[config.mk]
export PLATFORM = sky130hd
export DESIGN_NAME = cmpl_irq_moderator
export DESIGN_NICKNAME = d
export VERILOG_FILES = /design/src/rtl/cirq_pkg.sv /design/src/rtl/cirq_thr_bank.sv /design/src/rtl/cirq_evt_count.sv /design/src/rtl/cirq_mod_timer.sv /design/src/rtl/cmpl_irq_moderator.sv
export SDC_FILE = /design/constraint.sdc
export NUM_CORES = 1
export LEC_CHECK = 0
export ABC_AREA = 1
export ABC_CLOCK_PERIOD_IN_PS = 2500
export CORE_UTILIZATION = 40
export DETAILED_ROUTE_END_ITERATION = 8
export SLEW_MARGIN = 20
export SYNTH_ARGS = -nofsm -noshare
export SYNTH_HDL_FRONTEND = slang
export SYNTH_SLANG_ARGS = --single-unit
[constraint.sdc]
create_clock -name clk -period 2.5 [get_ports clk]
set_input_delay 0.25 -clock clk [delete_from_list [all_inputs] [get_ports clk]]
set_output_delay 0.25 -clock clk [all_outputs]
set_load 0.05 [all_outputs]
[src/rtl/cirq_pkg.sv]
package cirq_pkg;

  typedef enum logic [2:0] {
    TM_OFF     = 3'd0,
    TM_EVERY   = 3'd1,
    TM_UCOUNT  = 3'd2,
    TM_USER    = 3'd3,
    TM_UTIMER  = 3'd4,
    TM_UTCOUNT = 3'd5
  } trig_mode_e;

  typedef enum logic {
    ARM_IDLE  = 1'b0,
    ARM_READY = 1'b1
  } arm_state_e;

  function automatic logic mode_active(input logic [2:0] m);
    return (m >= 3'd1) && (m <= 3'd5);
  endfunction

  function automatic logic mode_uses_count(input logic [2:0] m);
    return (m == 3'(TM_UCOUNT)) || (m == 3'(TM_UTCOUNT));
  endfunction

  function automatic logic mode_uses_timer(input logic [2:0] m);
    return (m == 3'(TM_UTIMER)) || (m == 3'(TM_UTCOUNT));
  endfunction

  function automatic logic mode_takes_user(input logic [2:0] m);
    return (m >= 3'd2) && (m <= 3'd5);
  endfunction

endpackage

[src/rtl/cirq_thr_bank.sv]
module cirq_thr_bank #(
  parameter int unsigned SEL_W = 4,
  parameter int unsigned THR_W = 8
) (
  input  logic             clk,
  input  logic             rst_n,
  input  logic             wr_en,
  input  logic             wr_cnt_bank,
  input  logic [SEL_W-1:0] wr_sel,
  input  logic [THR_W-1:0] wr_data,
  input  logic [SEL_W-1:0] tmr_rd_sel,
  input  logic [SEL_W-1:0] cnt_rd_sel,
  output logic [THR_W-1:0] tmr_rd_data,
  output logic [THR_W-1:0] cnt_rd_data
);
  localparam int unsigned DEPTH = 1 << SEL_W;
  localparam int unsigned NBANK = 2;

  logic [SEL_W-1:0] rd_sel  [NBANK];
  logic [THR_W-1:0] rd_data [NBANK];

  assign rd_sel[0]   = tmr_rd_sel;
  assign rd_sel[1]   = cnt_rd_sel;
  assign tmr_rd_data = rd_data[0];
  assign cnt_rd_data = rd_data[1];

  for (genvar b = 0; b < NBANK; b++) begin : g_bank
    logic [THR_W-1:0] regs_q [DEPTH];
    logic             hit;

    assign hit = wr_en && (wr_cnt_bank == 1'(b));

    always_ff @(posedge clk or negedge rst_n) begin
      if (!rst_n) begin
        for (int i = 0; i < DEPTH; i++) regs_q[i] <= '0;
      end else if (hit) begin
        regs_q[wr_sel] <= wr_data;
      end
    end

    assign rd_data[b] = regs_q[rd_sel[b]];
  end

endmodule

[src/rtl/cirq_evt_count.sv]
module cirq_evt_count #(
  parameter int unsigned THR_W = 8,
  parameter int unsigned CNT_W = THR_W + 1
) (
  input  logic             clk,
  input  logic             rst_n,
  input  logic             inc,
  input  logic             clr,
  input  logic [THR_W-1:0] thr,
  output logic             hit
);
  localparam int unsigned EW = CNT_W + 1;

  logic [CNT_W-1:0] cnt_q;
  logic [EW-1:0]    cnt_plus;
  logic [EW-1:0]    thr_eff;

  function automatic logic [EW-1:0] eff_limit(input logic [THR_W-1:0] t);
    return (t == '0) ? EW'(1) : EW'(t);
  endfunction

  function automatic logic [CNT_W-1:0] sat_inc(input logic [CNT_W-1:0] c);
    return (c == '1) ? c : c + CNT_W'(1);
  endfunction

  assign cnt_plus = EW'(cnt_q) + EW'(1);
  assign thr_eff  = eff_limit(thr);
  assign hit      = inc && (cnt_plus >= thr_eff);

  always_ff @(posedge clk or negedge rst_n) begin
    if (!rst_n)   cnt_q <= '0;
    else if (clr) cnt_q <= '0;
    else if (inc) cnt_q <= sat_inc(cnt_q);
  end


  cnt_clear_chk: assert property (@(posedge clk) disable iff (!rst_n)
    clr |=> (cnt_q == '0));

endmodule

[src/rtl/cirq_mod_timer.sv]
module cirq_mod_timer #(
  parameter int unsigned THR_W = 8
) (
  input  logic             clk,
  input  logic             rst_n,
  input  logic             start,
  input  logic             clr,
  input  logic [THR_W-1:0] thr,
  output logic             running,
  output logic             expire
);
  localparam int unsigned EW = THR_W + 1;

  logic [THR_W-1:0] elapsed_q;
  logic             run_q;
  logic [EW-1:0]    elapsed_plus;
  logic [EW-1:0]    thr_eff;

  function automatic logic [EW-1:0] eff_limit(input logic [THR_W-1:0] t);
    return (t == '0) ? EW'(1) : EW'(t);
  endfunction

  assign elapsed_plus = EW'(elapsed_q) + EW'(1);
  assign thr_eff      = eff_limit(thr);
  assign expire       = run_q && (elapsed_plus >= thr_eff);
  assign running      = run_q;

  always_ff @(posedge clk or negedge rst_n) begin
    if (!rst_n) begin
      run_q     <= 1'b0;
      elapsed_q <= '0;
    end else if (clr) begin
      run_q     <= 1'b0;
      elapsed_q <= '0;
    end else if (start) begin
      run_q     <= 1'b1;
      elapsed_q <= '0;
    end else if (run_q && (elapsed_q != '1)) begin
      elapsed_q <= elapsed_q + THR_W'(1);
    end
  end


  idle_zero_chk: assert property (@(posedge clk) disable iff (!rst_n)
    !run_q |-> (elapsed_q == '0));


  start_runs_chk: assert property (@(posedge clk) disable iff (!rst_n)
    (start && !clr) |=> run_q);

endmodule

[src/rtl/cmpl_irq_moderator.sv]
module cmpl_irq_moderator
  import cirq_pkg::*;
#(
  parameter int unsigned IDX_W = 16,
  parameter int unsigned SEL_W = 4,
  parameter int unsigned THR_W = 8
) (
  input  logic             clk,
  input  logic             rst_n,
  input  logic             thr_wr_en,
  input  logic             thr_wr_cnt_bank,
  input  logic [SEL_W-1:0] thr_wr_sel,
  input  logic [THR_W-1:0] thr_wr_data,
  input  logic             ctx_full_upd,
  input  logic             cidx_upd_vld,
  input  logic [IDX_W-1:0] cidx_upd_val,
  input  logic [2:0]       upd_trig_mode,
  input  logic [SEL_W-1:0] upd_tmr_sel,
  input  logic [SEL_W-1:0] upd_cnt_sel,
  input  logic             upd_irq_en,
  input  logic             upd_stat_en,
  input  logic             cmpl_evt,
  input  logic             user_trig,
  output logic             irq_req,
  output logic             stat_req,
  output logic             arm_state,
  output logic             timer_running,
  output logic             user_trig_pend,
  output logic [IDX_W-1:0] pidx,
  output logic [IDX_W-1:0] cidx,
  output logic [2:0]       trig_mode,
  output logic [SEL_W-1:0] tmr_sel,
  output logic [SEL_W-1:0] cnt_sel,
  output logic             irq_en,
  output logic             stat_en
);
  localparam int unsigned CNT_W = THR_W + 1;

  // context registers
  arm_state_e       arm_q;
  logic             pend_q;
  logic [IDX_W-1:0] pidx_q, cidx_q;
  logic [2:0]       mode_q;
  logic [SEL_W-1:0] tsel_q, csel_q;
  logic             ien_q, sen_q;
  logic             irq_q, stat_q;

  // configuration as it will stand after this cycle
  logic             cfg_apply;
  logic [2:0]       mode_nx;
  logic [SEL_W-1:0] tsel_nx, csel_nx;
  logic             ien_nx, sen_nx;

  // named internal events
  logic             eval_ok;
  logic             every_hit, user_hit, cnt_inc, cnt_hit;
  logic             tmr_start, tmr_clr, tmr_exp, tmr_hit, tmr_run;
  logic             cnt_clr;
  logic             ring_unread, pend_fire, trig_fire, fire;
  logic [THR_W-1:0] tmr_thr, cnt_thr;

  assign cfg_apply = cidx_upd_vld && ctx_full_upd;
  assign mode_nx   = cfg_apply ? upd_trig_mode : mode_q;
  assign tsel_nx   = cfg_apply ? upd_tmr_sel   : tsel_q;
  assign csel_nx   = cfg_apply ? upd_cnt_sel   : csel_q;
  assign ien_nx    = cfg_apply ? upd_irq_en    : ien_q;
  assign sen_nx    = cfg_apply ? upd_stat_en   : sen_q;

  cirq_thr_bank #(.SEL_W(SEL_W), .THR_W(THR_W)) u_thr (
    .clk         (clk),
    .rst_n       (rst_n),
    .wr_en       (thr_wr_en),
    .wr_cnt_bank (thr_wr_cnt_bank),
    .wr_sel      (thr_wr_sel),
    .wr_data     (thr_wr_data),
    .tmr_rd_sel  (tsel_q),
    .cnt_rd_sel  (csel_q),
    .tmr_rd_data (tmr_thr),
    .cnt_rd_data (cnt_thr)
  );

  // trigger evaluation only while armed and outside update cycles
  assign eval_ok   = (arm_q == ARM_READY) && !cidx_upd_vld &&
                     mode_active(mode_q) && (ien_q || sen_q);
  assign every_hit = eval_ok && (mode_q == 3'(TM_EVERY)) && cmpl_evt;
  assign user_hit  = eval_ok && mode_takes_user(mode_q) && user_trig;
  assign cnt_inc   = eval_ok && mode_uses_count(mode_q) && cmpl_evt;
  assign tmr_hit   = eval_ok && mode_uses_timer(mode_q) && tmr_exp;
  assign trig_fire = every_hit || user_hit || cnt_hit || tmr_hit;

  assign ring_unread = (cidx_upd_val != pidx_q);
  assign pend_fire   = cidx_upd_vld && pend_q && ring_unread &&
                       mode_active(mode_nx) && (ien_nx || sen_nx);
  assign fire        = trig_fire || pend_fire;

  assign tmr_start = eval_ok && mode_uses_timer(mode_q) && cmpl_evt &&
                     !tmr_run && !trig_fire;
  assign tmr_clr   = fire || cfg_apply || tmr_exp;
  assign cnt_clr   = fire || cfg_apply;

  cirq_evt_count #(.THR_W(THR_W), .CNT_W(CNT_W)) u_cnt (
    .clk   (clk),
    .rst_n (rst_n),
    .inc   (cnt_inc),
    .clr   (cnt_clr),
    .thr   (cnt_thr),
    .hit   (cnt_hit)
  );

  cirq_mod_timer #(.THR_W(THR_W)) u_tmr (
    .clk     (clk),
    .rst_n   (rst_n),
    .start   (tmr_start),
    .clr     (tmr_clr),
    .thr     (tmr_thr),
    .running (tmr_run),
    .expire  (tmr_exp)
  );

  always_ff @(posedge clk or negedge rst_n) begin
    if (!rst_n) begin
      arm_q  <= ARM_IDLE;
      pend_q <= 1'b0;
      pidx_q <= '0;
      cidx_q <= '0;
      mode_q <= 3'(TM_OFF);
      tsel_q <= '0;
      csel_q <= '0;
      ien_q  <= 1'b0;
      sen_q  <= 1'b0;
      irq_q  <= 1'b0;
      stat_q <= 1'b0;
    end else begin
      if (fire)              arm_q <= ARM_IDLE;
      else if (cidx_upd_vld) arm_q <= ARM_READY;

      if (cidx_upd_vld)                          pend_q <= 1'b0;
      else if (user_trig && (arm_q == ARM_IDLE)) pend_q <= 1'b1;

      if (cmpl_evt)     pidx_q <= pidx_q + IDX_W'(1);
      if (cidx_upd_vld) cidx_q <= cidx_upd_val;

      mode_q <= mode_nx;
      tsel_q <= tsel_nx;
      csel_q <= csel_nx;
      ien_q  <= ien_nx;
      sen_q  <= sen_nx;

      irq_q  <= fire && ien_nx;
      stat_q <= fire && sen_nx;
    end
  end

  assign irq_req        = irq_q;
  assign stat_req       = stat_q;
  assign arm_state      = arm_q;
  assign timer_running  = tmr_run;
  assign user_trig_pend = pend_q;
  assign pidx           = pidx_q;
  assign cidx           = cidx_q;
  assign trig_mode      = mode_q;
  assign tmr_sel        = tsel_q;
  assign cnt_sel        = csel_q;
  assign irq_en         = ien_q;
  assign stat_en        = sen_q;


  isr_quiet_chk: assert property (@(posedge clk) disable iff (!rst_n)
    (!arm_state && !cidx_upd_vld) |=> !(irq_req || stat_req));


  arm_on_update_chk: assert property (@(posedge clk) disable iff (!rst_n)
    cidx_upd_vld |=> (arm_state || irq_req || stat_req));


  off_quiet_chk: assert property (@(posedge clk) disable iff (!rst_n)
    (!mode_active(trig_mode) && !cidx_upd_vld) |=> !(irq_req || stat_req));


  disarm_after_fire_chk: assert property (@(posedge clk) disable iff (!rst_n)
    (irq_req || stat_req) |-> (!arm_state && !timer_running));


  pend_clear_chk: assert property (@(posedge clk) disable iff (!rst_n)
    cidx_upd_vld |=> !user_trig_pend);


  cfg_hold_chk: assert property (@(posedge clk) disable iff (!rst_n)
    (cidx_upd_vld && !ctx_full_upd) |=>
      ($stable(trig_mode) && $stable(tmr_sel) && $stable(cnt_sel) &&
       $stable(irq_en) && $stable(stat_en)));


  irq_gate_chk: assert property (@(posedge clk) disable iff (!rst_n)
    irq_req |-> irq_en);


  stat_gate_chk: assert property (@(posedge clk) disable iff (!rst_n)
    stat_req |-> stat_en);


  pidx_step_chk: assert property (@(posedge clk) disable iff (!rst_n)
    cmpl_evt |=> (pidx == $past(pidx) + IDX_W'(1)));

endmodule

; ---- Word-level counts from Yosys, hierarchy flattened
; Index checks and enable logic that the tools add are counted.
[op_classes]
add_sub_neg = 5
magnitude_cmp = 11
n_eq_ne = 8
n_mux = 27
n_bitwise = 5
reduce_logical = 52
[op_table]
columns = op, n
row1 = bitwise mux 128 bit, 2
row2 = 2-to-1 mux 8 bit, 10
row3 = binary-select mux 8 bit (select 4 bit), 2
row4 = demux 8 bit (select 4 bit), 1
row5 = logical AND 1 bit, 31
row6 = 2-to-1 mux 9 bit, 3
row7 = "adder 16 x 1 -> 16 bit, second input constant", 1
row8 = logical NOT 8 bit, 2
row9 = inequality test 16 bit, 1
row10 = "greater-or-equal comparator 5 bit, second input constant", 3
row11 = inverter 4 -> 5 bit, 3
row12 = "adder 9 x 1 -> 10 bit, second input constant", 1
row13 = greater-or-equal comparator 10 bit, 1
row14 = logical OR 1 bit, 10
row15 = "adder 8 x 1 -> 9 bit, second input constant", 1
row16 = "adder 9 x 1 -> 9 bit, second input constant", 1
row17 = "== test 9 bit, second input constant", 1
row18 = greater-or-equal comparator 9 bit, 1
row19 = "adder 8 x 1 -> 8 bit, second input constant", 1
row20 = 2-to-1 mux 1 bit, 8
row21 = "inequality test 8 bit, second input constant", 1
row22 = nonzero test 2 bit, 4
row23 = "== test 3 bit, second input constant", 2
row24 = "greater-or-equal comparator 3 x 1 -> 1 bit, second input constant", 2
row25 = 11 further kinds, 15
[totals]
ff_bits = 323
input_bits = 49
wordCells = 154

; ---- Depth between registers and ports, before layout
[logic_depth]
word_depth = 14
mapped_depth = 29
ltp_nobuf = 27

; ---- Modules after synthesis
; Synthesis repeated with hierarchy kept, for this count alone.
[unflattened]
cells_unflattened = 2176
hier_area_um2 = 16484.6
[by_module_without_submodules]
columns = mod, instances, cells_per_inst, area_each_um2, seq_area_each_um2
row1 = cirq_thr_bank, 1, 1674, 12440.7, 6406.1
row2 = cmpl_irq_moderator, 1, 302, 2504.9, 1226.2
row3 = cirq_evt_count, 1, 103, 802.0, 225.2
row4 = cirq_mod_timer, 1, 97, 737.0, 225.2

; ---- Least setup slack after synthesis
; Ideal clock, no wire load.
[synth_path]
path_kind = register to register
from = register csel_q[0], in the netlist cnt_sel[0]
to = register u_cnt.cnt_q[0]
arrival_time_ns = 3.069
required_time_ns = 2.422
setup_slack_ns = -0.646
path_stages_with_launch = 25
path_buffers = 2
synth_period_minus_slack_ns = 3.146
cell_sequence = dfrtp_1 > buf_2 > clkbuf_1 > mux2i_1 > o221ai_1 > o21ai_0 > nor2_1 > a31oi_1 > o21ai_1 > ha_1 > inv_1 > nand2_1 > nand2_1 > nand2_1 > nand2_1 > nand2_1 > nand2_1 > nand2_1 > nand2_1 > nand2_1 > nand2_1 > nand3_1 > nor2_4 > nand2_2 > a21oi_1
[synth_via]
elab_chain_len = 14
word_cells_on_any_way = 16
cone_classes = 1 x order compare / 1 x eq/ne / 5 x mux / 1 x bitwise / 8 x reduce/logical
[synth_lines]
columns = item, line_no
row1 = from (decl), cmpl_irq_moderator.sv:44  ; logic [SEL_W-1:0] tsel_q, csel_q;
row2 = from (signal assigned), cmpl_irq_moderator.sv:145  ; csel_q <= csel_nx;
row3 = inverter 4 -> 5 bit (not written as such) (*), cirq_thr_bank.sv:41  ; assign rd_data[b] = regs_q[rd_sel[b]];
row4 = binary-select mux 8 bit (select 4 bit) (*), cirq_thr_bank.sv:41
row5 = 2-to-1 mux 8 bit (not written as such) (*) (2 in a row), cirq_thr_bank.sv:41
row6 = logical NOT 8 bit, cirq_evt_count.sv:19  ; return (t == '0) ? EW'(1) : EW'(t);
row7 = 2-to-1 mux 8 bit (*), cirq_evt_count.sv:19
row8 = greater-or-equal comparator 10 bit (*), cirq_evt_count.sv:28  ; assign hit = inc && (cnt_plus >= thr_eff);
row9 = logical AND 1 bit (*), cirq_evt_count.sv:28
row10 = logical OR 1 bit (*) (2 in a row), cmpl_irq_moderator.sv:89  ; assign trig_fire = every_hit || user_hit || cnt_hit || tmr_hit;
row11 = logical OR 1 bit (*), cmpl_irq_moderator.sv:94  ; assign fire = trig_fire || pend_fire;
row12 = logical OR 1 bit (*), cmpl_irq_moderator.sv:99  ; assign cnt_clr = fire || cfg_apply;
row13 = inequality test 2 bit (no source line) or nonzero test 2 bit (tied branches), -
row14 = AND reduction 2 bit (no source line), -
row15 = to (signal assigned), cirq_evt_count.sv:33  ; else if (inc) cnt_q <= sat_inc(cnt_q);
row16 = to (decl), cirq_evt_count.sv:14  ; logic [CNT_W-1:0] cnt_q;
; Every way passes the cells marked *; elsewhere a longest branch is shown, timed or not. The select of a mux whose other input is x is not followed.
; A chain may end at the register's enable or synchronous reset.

; ---- Worst setup path after layout
[layout_path]
from = register tsel_q[0], in the netlist tmr_sel[0]
to = register u_cnt.cnt_q[1]
[layout_via]
elab_chain_len = 14
word_cells_on_any_way = 16
cone_classes = 1 x order compare / 1 x eq/ne / 5 x mux / 1 x bitwise / 8 x reduce/logical
[layout_lines]
columns = item, line_no
row1 = from (decl), cmpl_irq_moderator.sv:44
row2 = from (signal assigned), cmpl_irq_moderator.sv:144  ; tsel_q <= tsel_nx;
row3 = inverter 4 -> 5 bit (not written as such) (*), cirq_thr_bank.sv:41
row4 = binary-select mux 8 bit (select 4 bit) (*), cirq_thr_bank.sv:41
row5 = 2-to-1 mux 8 bit (not written as such) (*) (2 in a row), cirq_thr_bank.sv:41
row6 = logical NOT 8 bit, cirq_mod_timer.sv:20  ; return (t == '0) ? EW'(1) : EW'(t);
row7 = 2-to-1 mux 8 bit (*), cirq_mod_timer.sv:20
row8 = greater-or-equal comparator 9 bit (*), cirq_mod_timer.sv:25  ; assign expire = run_q && (elapsed_plus >= thr_eff);
row9 = logical AND 1 bit (*), cirq_mod_timer.sv:25
row10 = logical AND 1 bit (*), cmpl_irq_moderator.sv:88  ; assign tmr_hit = eval_ok && mode_uses_timer(mode_q) && tmr_exp;
row11 = logical OR 1 bit (*), cmpl_irq_moderator.sv:89
row12 = logical OR 1 bit (*), cmpl_irq_moderator.sv:94
row13 = logical OR 1 bit (*), cmpl_irq_moderator.sv:99
row14 = inequality test 2 bit (no source line) or nonzero test 2 bit (tied branches), -
row15 = AND reduction 2 bit (no source line), -
; Marks and branches as above.

==> metrics.yaml <==
syn_to_final_growth_pct: 25.8
start_util: 0.409
cap_violations: 0
cp.arrival_ns: 3.65
layout_min_cycle_time_ns: 3.21
worstSetupPathType: "flop to flop"
skew_ns: 0.0231
antennaDiodeCount: 0
cp_max_fo: 5
post-route-util: 0.515
grt-ovfl-total: 0
timing.rr.end: "u_cnt.cnt_q[1]$_DFFE_PN0P_"
syn_avg_cell_area_um2: 8.30
final_cells: 2498
root_buffer: "clkbuf_16"
startpoint: "tmr_sel[0]$_DFFE_PN0P_"
finalWirelength_um: 42400
ys_warn_count: 0
die-area_um2: 38600
numCtsBuffers: 36
grt_pass1_wl_um: 69200
nets: 2037
reg2reg_depth: 24
clk_pin_slew_ns: 0.06
design.core.area_um2: 37000
power_density_nw_per_um2: 840
finalCritPeriodShare: 1.28
wire_per_inst_um: 17.0
cp-start-kind: "flop"
failed_checks: "setup timing"
first_iter_violations: 1205
r2r_start: "tmr_sel[0]$_DFFE_PN0P_"
synth_top_cell_area_share: 0.534
setup_tns_ns: -14.25
total_power_w: 0.0160
ioPinCount: 99
synthesis.area_um2: 15100
synth_ff_type: "dfrtp_1"
die_h_um: 197
max_freq_mhz: 312
clock_sinks: 323
vias_per_cell: 5.25
end_kind: "flop"
ys_async_sr_fraction: 1.00
placed_cells: 2419
synth_area_leaders: "dfrtp_1 (53%), o21ai_0 (13%), nand2_1 (11%)"
drv_slew: 0
synth-edff-count: 0
gp_congestion: 0.854
rrSetupSlack_ns: -0.71
vias: 13100
grtUsageTotal: 0.225
setup_viol: 21
tritoncts: "yes"
critPathRequiredTime_ns: 2.94
ys_ff_latch: 323
peakVddDrop_uv: 363
grt_max_degree: 61
synth_nets: 1893
htree_levels: 2
die_w_um: 197
synth_top_area_cell: "dfrtp_1"
firstDrtPassIters: 5
synthTopCellsByCount: "nand2_1 (443), o21ai_0 (401), dfrtp_1 (323), nor2_1 (215), clkbuf_1 (95)"
dp_hpwl_um: 27900
fp-row-count: 70
tightest_slew_ns: 0.624
drc_errors: 0
grt_pass1_vias: 12600
min_path_type: "input port to asynchronous set/reset pin"
ant_nets: 0
clockBufferDepth: 3
status: "finished, violations left"
syn_inst: 1824
leakagePower_nw: 8.82
synth_cell_types: 39
setup_slack_ns: -0.708
rsz0062_at_grt: "yes"
drive_gt1_frac: 0.133
clock_latency_ns: 0.53
grt_antenna_before_repair: 0
final_hold_viol_count: 0
yosysSeqAreaShare: 0.534
multi_input_area_um2: 6450
regArea_um2: 8090
io_buffers: 98
fillers: 3466
relSlewSlack: 0.583
synth.most_common_cell: "nand2_1"
per-stage QoR:
| step | hold WS [ns] | instance area, um^2 | setup slack [ns] |
|---|---|---|---|
| 3_5_place_dp | 0.235 | 17400 | -0.823 |
| 5_1_grt | 0.322 | 19000 | -0.956 |
| 4_1_cts | 0.279 | 18900 | -0.643 |
| 2_1_floorplan | -0.0456 | 15300 | -0.401 |
| 3_3_place_gp | 0.234 | 17400 | -0.862 |
| 6_report | 0.267 | 19000 | -0.708 |
routing by layer:
| metal | wire length, um | up-vias | global-route usage |
|---|---|---|---|
| met5 | 0 | - | 0 |
| met3 | 2340 | 56 | 0.0296 |
| li1 | - | 6338 | - |
| met2 | 18500 | 385 | 0.344 |
| met1 | 20800 | 6334 | 0.334 |
| met4 | 882 | 0 | 0.0599 |
how the worst max path moves through the flow:
stage | endpoint | slack, ns | depth (start not counted)
final | u_cnt.cnt_q[1]$_DFFE_PN0P_ | -0.71 | 24
after global routing | u_tmr.elapsed_q[5]$_DFFE_PN0P_ | -0.96 | 25
after CTS | u_tmr.elapsed_q[1]$_DFFE_PN0P_ | -0.64 | 23
after detailed placement | u_tmr.elapsed_q[1]$_DFFE_PN0P_ | -0.82 | 24
after global placement | u_tmr.elapsed_q[0]$_DFFE_PN0P_ | -0.86 | 24
after floorplan | u_tmr.elapsed_q[0]$_DFFE_PN0P_ | -0.40 | 25
area by class of cell:
class                      instances  area share
clock buffer                      56      0.0603
clock inverter                     8     0.00414
inverter                          94      0.0189
multi-input combinational       1295       0.339
sequential                       323       0.425
tap                              504      0.0331
timing repair buffer             218       0.120
cells by family after synthesis:
kind of cell	count (synthesis)	share of synthesized area
simple gates	729	0.191
compound gates	503	0.180
flops	323	0.534
buf+inv	207	0.0537
xor+xnor	36	0.0208
fa+ha+maj	20	0.0165
mux	6	0.00405
where the power goes:
part	leakage [nW]	total [W]	internal, W	switching (W)
registers	4.15	0.00675	0.00613	0.000628
logic	4.05	0.00384	0.00159	0.00225
clock network	0.613	0.00540	0.00326	0.00214
layout by cell type (no fill, tap or decap), types with 6 or more instances in the layout:
master,netlist,layout
nor3_1,6,6
buf_12,0,23
dfrtp_1,323,319
buf_4,1,87
clkdlybuf4s50_1,0,96
or2_2,9,9
o21ai_0,401,332
nand4_1,10,10
o21ai_2,0,21
nor2_1,215,205
ha_1,20,20
a21oi_1,24,14
o221ai_1,23,21
o211ai_1,38,38
nand3_1,36,33
xnor2_1,12,12
xor2_1,24,24
nor2_2,2,12
o22ai_1,9,9
o21ai_1,3,51
clkbuf_8,0,15
a21oi_2,0,10
buf_6,2,6
nand2_1,443,441
inv_1,91,82
clkbuf_16,0,38
inv_2,3,10
critical path, cell delays in order, from the launching register on:
cell       delay (ns)
dfrtp_2          0.47
inv_4            0.08
bufbuf_16        0.27
o21ai_2          0.10
o22ai_1          0.08
o211ai_1         0.26
nand2_1          0.12
inv_2            0.07
nand4_1          0.11
o21ai_2          0.16
ha_1             0.24
inv_1            0.05
nand2_1          0.04
nand2_1          0.06
nand3_1          0.07
nand2_1          0.06
nand2_1          0.05
nand2_1          0.07
nand2_2          0.06
nand3_2          0.07
nand3_2          0.09
nor2_4           0.18
buf_12           0.15
nand2_4          0.09
a21oi_2          0.12
sequential cells by signal, indices dropped and copies added, names as in the netlist:
signal and cells:
u_cnt.cnt_q 9, pidx 16, stat_req 1, trig_mode 3, cnt_sel 4, u_tmr.running 1
u_thr.g_bank.regs_q 256, u_tmr.elapsed_q 8, irq_req 1, tmr_sel 4, stat_en 1, user_trig_pend 1
irq_en 1, arm_state 1, cidx 16
repair_timing:
action | 4_1_cts | 5_1_grt
resized for setup | 74 | 43
hold buffers | 1 | 0
pin swaps | 32 | 27
setup endpoints to repair | 21 | 21
gates cloned | 3 | 2
hold endpoints to repair | 53 | 0
buffers inserted | 6 | 3
(Power assumes the default switching activity.)
